--- config.mk ---
export PLATFORM = sky130hd
export DESIGN_NAME = dma_cfg_sequencer
export DESIGN_NICKNAME = d
export VERILOG_FILES = /design/src/rtl/dma_cfg_pkg.sv /design/src/rtl/dma_cfg_base_decoder.sv /design/src/rtl/dma_cfg_slot_picker.sv /design/src/rtl/dma_cfg_sequencer.sv
export SDC_FILE = /design/constraint.sdc
export NUM_CORES = 1
export LEC_CHECK = 0
export BUFFER_PORTS_ARGS = -buffer_cell sky130_fd_sc_hd__buf_4
export CORE_MARGIN = 1
export CORE_UTILIZATION = 58
export CTS_CLUSTER_DIAMETER = 50
export CTS_CLUSTER_SIZE = 20
export DETAILED_ROUTE_END_ITERATION = 8
export PLACE_DENSITY_LB_ADDON = 0.3
export SYNTH_ARGS = -nofsm -noshare
export SYNTH_HDL_FRONTEND = slang
export SYNTH_HIERARCHICAL = 1
export SYNTH_SLANG_ARGS = --single-unit
--- constraint.sdc ---
create_clock -name clk -period 5.5 [get_ports clk]
set_input_delay 0 -clock clk [delete_from_list [all_inputs] [get_ports clk]]
set_output_delay 0 -clock clk [all_outputs]
set_load 0.05 [all_outputs]
--- src/rtl/dma_cfg_pkg.sv ---
package dma_cfg_pkg;

    localparam int BYTE_W = 8;
    localparam int ADDR_W = 2 * BYTE_W;

    // Sub-register slots; within one group a lower index is consumed first.
    typedef enum logic [3:0] {
        SL_A_LO   = 4'd0,
        SL_A_HI   = 4'd1,
        SL_LEN_LO = 4'd2,
        SL_LEN_HI = 4'd3,
        SL_A_TIM  = 4'd4,
        SL_B_TIM  = 4'd5,
        SL_PRESC  = 4'd6,
        SL_B_LO   = 4'd7,
        SL_B_HI   = 4'd8,
        SL_RMASK  = 4'd9
    } slot_e;

    localparam int NUM_SLOTS = 10;

    typedef enum logic [2:0] {
        GRP_NONE,
        GRP_XFER,
        GRP_PORTA,
        GRP_PORTB,
        GRP_ENABLE,
        GRP_MODE,
        GRP_CTRL,
        GRP_CMD
    } grp_e;

    localparam logic [BYTE_W-1:0] CMD_LOAD  = 8'hCF;
    localparam logic [BYTE_W-1:0] CMD_CONT  = 8'hD3;
    localparam logic [BYTE_W-1:0] CMD_ENA   = 8'h87;
    localparam logic [BYTE_W-1:0] CMD_DIS   = 8'h83;
    localparam logic [BYTE_W-1:0] CMD_RMASK = 8'hBB;

endpackage

--- src/rtl/dma_cfg_base_decoder.sv ---
module dma_cfg_base_decoder
    import dma_cfg_pkg::*;
(
    input  logic [BYTE_W-1:0]    byte_i,
    output grp_e                 grp_o,
    output logic [NUM_SLOTS-1:0] queue_o
);

    always_comb begin
        grp_o   = GRP_NONE;
        queue_o = '0;
        if (!byte_i[7]) begin
            if (byte_i[1:0] != 2'b00) begin
                grp_o              = GRP_XFER;
                queue_o[SL_A_LO]   = byte_i[3];
                queue_o[SL_A_HI]   = byte_i[4];
                queue_o[SL_LEN_LO] = byte_i[5];
                queue_o[SL_LEN_HI] = byte_i[6];
            end else if (byte_i[2]) begin
                grp_o             = GRP_PORTA;
                queue_o[SL_A_TIM] = byte_i[6];
            end else begin
                grp_o             = GRP_PORTB;
                queue_o[SL_B_TIM] = byte_i[6];
            end
        end else begin
            unique case (byte_i[1:0])
                2'b00: grp_o = GRP_ENABLE;
                2'b01: begin
                    grp_o            = GRP_MODE;
                    queue_o[SL_B_LO] = byte_i[2];
                    queue_o[SL_B_HI] = byte_i[3];
                end
                2'b10: begin
                    if (!byte_i[6] && !byte_i[2]) grp_o = GRP_CTRL;
                end
                2'b11: begin
                    grp_o             = GRP_CMD;
                    queue_o[SL_RMASK] = (byte_i == CMD_RMASK);
                end
                default: grp_o = GRP_NONE;
            endcase
        end
    end

endmodule

--- src/rtl/dma_cfg_slot_picker.sv ---
module dma_cfg_slot_picker #(
    parameter int N = 4
) (
    input  logic [N-1:0] pend_i,
    output logic [N-1:0] pick_o
);

    for (genvar i = 0; i < N; i++) begin : g_pick
        if (i == 0) begin : g_first
            assign pick_o[i] = pend_i[i];
        end else begin : g_rest
            assign pick_o[i] = pend_i[i] & ~(|pend_i[i-1:0]);
        end
    end

endmodule

--- src/rtl/dma_cfg_sequencer.sv ---
module dma_cfg_sequencer
    import dma_cfg_pkg::*;
#(
    parameter logic [BYTE_W-1:0] RMASK_INIT = 8'h7F
) (
    input  logic              clk,
    input  logic              rst,
    input  logic              wr_en,
    input  logic [BYTE_W-1:0] wr_data,
    output logic              dir_a_to_b,
    output logic [ADDR_W-1:0] a_start,
    output logic [ADDR_W-1:0] blk_len,
    output logic              a_is_io,
    output logic [1:0]        a_step,
    output logic [1:0]        a_cycle,
    output logic              b_is_io,
    output logic [1:0]        b_step,
    output logic [1:0]        b_cycle,
    output logic [BYTE_W-1:0] prescale,
    output logic [ADDR_W-1:0] b_start,
    output logic              run_enable,
    output logic [1:0]        op_mode,
    output logic              auto_restart,
    output logic              ce_wait_mode,
    output logic [BYTE_W-1:0] read_mask,
    output logic              stb_load,
    output logic              stb_continue,
    output logic              stb_enable,
    output logic              stb_disable
);

    typedef struct packed {
        logic [NUM_SLOTS-1:0] pend;
        logic                 dir;
        logic [ADDR_W-1:0]    a_start;
        logic [ADDR_W-1:0]    len;
        logic                 a_io;
        logic [1:0]           a_step;
        logic [1:0]           a_cyc;
        logic                 b_io;
        logic [1:0]           b_step;
        logic [1:0]           b_cyc;
        logic [BYTE_W-1:0]    presc;
        logic [ADDR_W-1:0]    b_start;
        logic                 en;
        logic [1:0]           mode;
        logic                 restart;
        logic                 ce_wait;
        logic [BYTE_W-1:0]    rmask;
        logic [3:0]           stb;
    } state_t;

    localparam state_t RESET_STATE = '{rmask: RMASK_INIT, default: '0};
    localparam int STB_LOAD = 3;
    localparam int STB_CONT = 2;
    localparam int STB_ENA  = 1;
    localparam int STB_DIS  = 0;

    state_t s_d, s_q;
    grp_e                 grp;
    logic [NUM_SLOTS-1:0] base_queue;
    logic [NUM_SLOTS-1:0] pick;
    logic [NUM_SLOTS-1:0] pend_vis;

    dma_cfg_base_decoder i_dec (
        .byte_i (wr_data),
        .grp_o  (grp),
        .queue_o(base_queue)
    );

    dma_cfg_slot_picker #(.N(NUM_SLOTS)) i_pick (
        .pend_i(s_q.pend),
        .pick_o(pick)
    );

    always_comb begin
        s_d     = s_q;
        s_d.stb = '0;
        if (wr_en) begin
            if (|s_q.pend) begin
                s_d.pend = s_q.pend & ~pick;
                if (pick[SL_A_LO])   s_d.a_start[BYTE_W-1:0]      = wr_data;
                if (pick[SL_A_HI])   s_d.a_start[ADDR_W-1:BYTE_W] = wr_data;
                if (pick[SL_LEN_LO]) s_d.len[BYTE_W-1:0]          = wr_data;
                if (pick[SL_LEN_HI]) s_d.len[ADDR_W-1:BYTE_W]     = wr_data;
                if (pick[SL_A_TIM])  s_d.a_cyc                    = wr_data[1:0];
                if (pick[SL_B_TIM]) begin
                    s_d.b_cyc          = wr_data[1:0];
                    s_d.pend[SL_PRESC] = wr_data[5];
                end
                if (pick[SL_PRESC])  s_d.presc                    = wr_data;
                if (pick[SL_B_LO])   s_d.b_start[BYTE_W-1:0]      = wr_data;
                if (pick[SL_B_HI])   s_d.b_start[ADDR_W-1:BYTE_W] = wr_data;
                if (pick[SL_RMASK])  s_d.rmask                    = wr_data;
            end else begin
                s_d.pend = base_queue;
                unique case (grp)
                    GRP_XFER:   s_d.dir = wr_data[2];
                    GRP_PORTA: begin
                        s_d.a_io   = wr_data[3];
                        s_d.a_step = wr_data[5:4];
                    end
                    GRP_PORTB: begin
                        s_d.b_io   = wr_data[3];
                        s_d.b_step = wr_data[5:4];
                    end
                    GRP_ENABLE: s_d.en = wr_data[6];
                    GRP_MODE:   s_d.mode = wr_data[6:5];
                    GRP_CTRL: begin
                        s_d.restart = wr_data[5];
                        s_d.ce_wait = wr_data[4];
                    end
                    GRP_CMD: begin
                        unique case (wr_data)
                            CMD_LOAD: s_d.stb[STB_LOAD] = 1'b1;
                            CMD_CONT: s_d.stb[STB_CONT] = 1'b1;
                            CMD_ENA: begin
                                s_d.stb[STB_ENA] = 1'b1;
                                s_d.en           = 1'b1;
                            end
                            CMD_DIS: begin
                                s_d.stb[STB_DIS] = 1'b1;
                                s_d.en           = 1'b0;
                            end
                            default: ;
                        endcase
                    end
                    default: ;
                endcase
            end
        end
    end

    always_ff @(posedge clk) begin
        if (rst) s_q <= RESET_STATE;
        else     s_q <= s_d;
    end

    assign pend_vis     = s_q.pend;
    assign dir_a_to_b   = s_q.dir;
    assign a_start      = s_q.a_start;
    assign blk_len      = s_q.len;
    assign a_is_io      = s_q.a_io;
    assign a_step       = s_q.a_step;
    assign a_cycle      = s_q.a_cyc;
    assign b_is_io      = s_q.b_io;
    assign b_step       = s_q.b_step;
    assign b_cycle      = s_q.b_cyc;
    assign prescale     = s_q.presc;
    assign b_start      = s_q.b_start;
    assign run_enable   = s_q.en;
    assign op_mode      = s_q.mode;
    assign auto_restart = s_q.restart;
    assign ce_wait_mode = s_q.ce_wait;
    assign read_mask    = s_q.rmask;
    assign stb_load     = s_q.stb[STB_LOAD];
    assign stb_continue = s_q.stb[STB_CONT];
    assign stb_enable   = s_q.stb[STB_ENA];
    assign stb_disable  = s_q.stb[STB_DIS];

endmodule

==> results.md <==
- Worst skew pair latency: 0.36 ns
- DP Cell Count: 584
- Ordered list of cells on the worst path: or4_4 > nor4_4 > nand2_1 > a31oi_1 > mux2i_1 > nor2_1
- FF-to-FF Start: pend_vis[0]$_SDFFE_PP0P_
- Met2 usage: 47.0%
- Top FF cell, synth: dfxtp_1
- Worst-path maximum fanout: 15
- Worst VDD drop: 0.000242 V
- Antenna Cells: 0
- Fin. Hold Viols: 0
- Ys Warns: 6
- Crit path required time: 5.72 ns
- Tot Pwr: 2.03 mW
- All-Layer GR Usage: 28.9%
- Cell area power density: 410 mW/mm^2
- Max Freq: 360 MHz
- Post-CTS Setup Bufs: 0
- Final setup fails: 0
- Critical path buffers and inverters: 0
- R2R Setup Slk: 2.72 ns
- Cells after synthesis: 424
- Most common cell after layout, fill and taps aside: buf_4
- FF-to-FF path depth: 6
- CTS Hold Bufs: 2
- Initial antenna violation count: 0
- Delay-heaviest family, CP: simple AND/OR/NAND/NOR gates
- EDFF count, synth: 0
- Per-cell routed wire length: 17.2 microns
- Routed WL: 10400 microns
- CP startpoint kind: flip-flop
- Die Y: 85.7 microns
- Xor/xnor share of the synthesized area: 0.216%
- Register area share after synthesis: 46.3%
- Post-synthesis register bit count: 94
- Die W: 85.7 microns
- Sum of negative setup slack: 0 ns
- Multi-input gate area: 0.00201 sq mm
- Maximum clock path buffer count: 2
- Routed vias: 3458
- HP Start: wr_data[0]
- CP endpoint kind: flip-flop
- Final Skew: 0.00548 ns
- Number of gates resized after cts: 0
- Die area: 0.00734 sq mm
- Hold Crit Class: primary input to flip-flop
- Share of layout cells above drive strength 1: 27.1%
- Final #Nets: 512
- Largest family of logic cells by synthesized area: simple AND/OR/NAND/NOR gates
- PortBufs: 94
- Slowest CP cell: a31oi_1
- Gp weighted congestion: 0.809
- Initial DRC count: 319
- P&R area growth vs syn: 22.1%
- Final Hold Slack: 0.0111 ns
- Starting density of the core: 59.8%
- Num rows: 30
- DRT Pass-1 Iters: 5
- TritonCTS buffer count: 9
- Clk sinks: 94
- Run status: finished, final reports clean
- Number of library cell types mapped by synthesis: 54
- Vias per cell: 5.74
- Grt met1 use: 38.1%
- Pre-CTS WS: 2.71 ns
- Crit share post-route: 50.5%
- Final Critical Period: 2.78 ns
- Cell Count, Final, Fillers Out: 602
- FF+latch area: 0.00188 sq mm
- Worst Max-Slew Pin Slew: 1.23 ns
- Hold depth: 3
- Most frequent cells in the layout: 95 x buf_4, 94 x dfxtp_1, 82 x nor2_1
- Dpl cell area: 0.00475 sq mm
- Syn Nets: 435
- H-tree depth: 3
- Largest net degree at the start of global routing: 92
- Asr flop ratio synth: 0%
- WHS Endpoint: a_cycle[0]$_SDFFE_PP0P_
- Mean Syn Cell Area: 9.58 sq um
- FF-to-FF End: read_mask[7]$_SDFFE_PP0P_
- Clk Tree Root Cell: clkbuf_8
- Final core utilization: 73.0%
- Slowest stage delay, CP: 0.91 ns
- Arrival time at the worst endpoint: 2.99 ns
- CTS tree: built
- Post-synthesis compound-gate area fraction: 9.68%
- Core ar.: 0.00679 sq mm
- DRC: 0
- Netlist Area Pre-Place: 0.00406 sq mm
- Adder-Cell Fraction of Synth Area: 0%
- Post-route cell area: 0.00496 sq mm
- Leak Pwr: 1.89 nW
- Simple-Gate Fraction of Synth Area: 23.2%
- Maxcap violations: 0
- Max-slew violations: 0
- DP Wirelength: 6610 microns
- CP Class: flip-flop to flip-flop
- Final Worst Setup Slack: 2.72 ns
- GR Overflow Total: 0
- Proportion of synthesized area in mux cells: 16.0%
- Worst-path clk slew: 0.09 ns
- Fillers: 515
- First-pass GRT wire length: 16300 microns
- IO Count: 95
- RSZ-0062 raised after global routing: no
- Grt met3 use: 6.64%
- Final ANT Viol Nets: 0
- Vias in the first global route: 3212
- Busiest grt layer: met2
- Max_slew headroom: 17.3%
[synth_stat cells, types with 3 or more instances]
library cell,n,area (sq um)
a21oi_1,20,100
a2bb2oi_1,7,61.3
a31oi_1,5,31.3
a31oi_2,7,87.6
buf_2,5,25.0
buf_4,4,30.0
clkbuf_1,20,75.1
dfxtp_1,94,1880
inv_1,7,26.3
mux2i_1,65,651
nand2_1,27,101
nand3_1,6,30.0
nand4_1,4,25.0
nor2_1,82,308
nor3_1,8,40.0
nor3b_1,6,45.0
nor3b_2,3,37.5
nor4_4,3,63.8
o21ai_0,5,25.0
[sequential cells by signal, summed over array words and instances, names as in the netlist]
register      count
stb_continue      1
b_start          16
b_is_io           1
dir_a_to_b        1
a_start          16
stb_enable        1
stb_disable       1
op_mode           2
a_is_io           1
pend_vis         10
ce_wait_mode      1
stb_load          1
read_mask         8
auto_restart      1
a_cycle           2
prescale          8
b_cycle           2
a_step            2
run_enable        1
blk_len          16
b_step            2
[report_power, final]
group	total (mW)	switching [mW]	internal (mW)	leakage (nW)
logic	0.791	0.517	0.274	1.04
registers	0.801	0.0662	0.735	0.759
clock network	0.442	0.249	0.192	0.0886
total	2.03	0.833	1.20	1.89
[logic make-up after synthesis]
| kind of cell | Yosys count |
|---|---|
| other cells | 1 |
| flops | 94 |
| simple gates | 170 |
| buf+inv | 38 |
| xor+xnor | 1 |
| compound gates | 55 |
| mux | 65 |
[per-layer routing]
metal / vias up / routed length, microns
li1: 1643 / -
met2: 111 / 5200
met3: 14 / 630
met5: - / 0
met1: 1690 / 4370
met4: 0 / 160
[tightest hold or removal path: stages]
cell and delay, ns:
buf_4 0.19, nand2_1 0.08, a21oi_1 0.05
[how the worst max path moves through the flow]
stage                             start                        end  cells past startpoint
2_1_floorplan  pend_vis[1]$_SDFFE_PP0P_  read_mask[2]$_SDFFE_PP1P_                      8
3_3_place_gp   pend_vis[1]$_SDFFE_PP0P_  read_mask[7]$_SDFFE_PP0P_                      6
3_5_place_dp   pend_vis[1]$_SDFFE_PP0P_  read_mask[7]$_SDFFE_PP0P_                      6
4_1_cts        pend_vis[0]$_SDFFE_PP0P_  read_mask[7]$_SDFFE_PP0P_                      6
5_1_grt        pend_vis[1]$_SDFFE_PP0P_  read_mask[7]$_SDFFE_PP0P_                      6
6_report       pend_vis[0]$_SDFFE_PP0P_  read_mask[7]$_SDFFE_PP0P_                      6
[area by class of cell]
type	instances	share of cell area, %
Clock buffer	11	3.05
Clock inverter	5	0.807
Inverter	7	0.530
Multi-Input combinational cell	292	40.4
Sequential cell	94	38.0
Tap cell	96	2.42
Timing Repair Buffer	97	14.8
(Power assumes the default switching activity.)
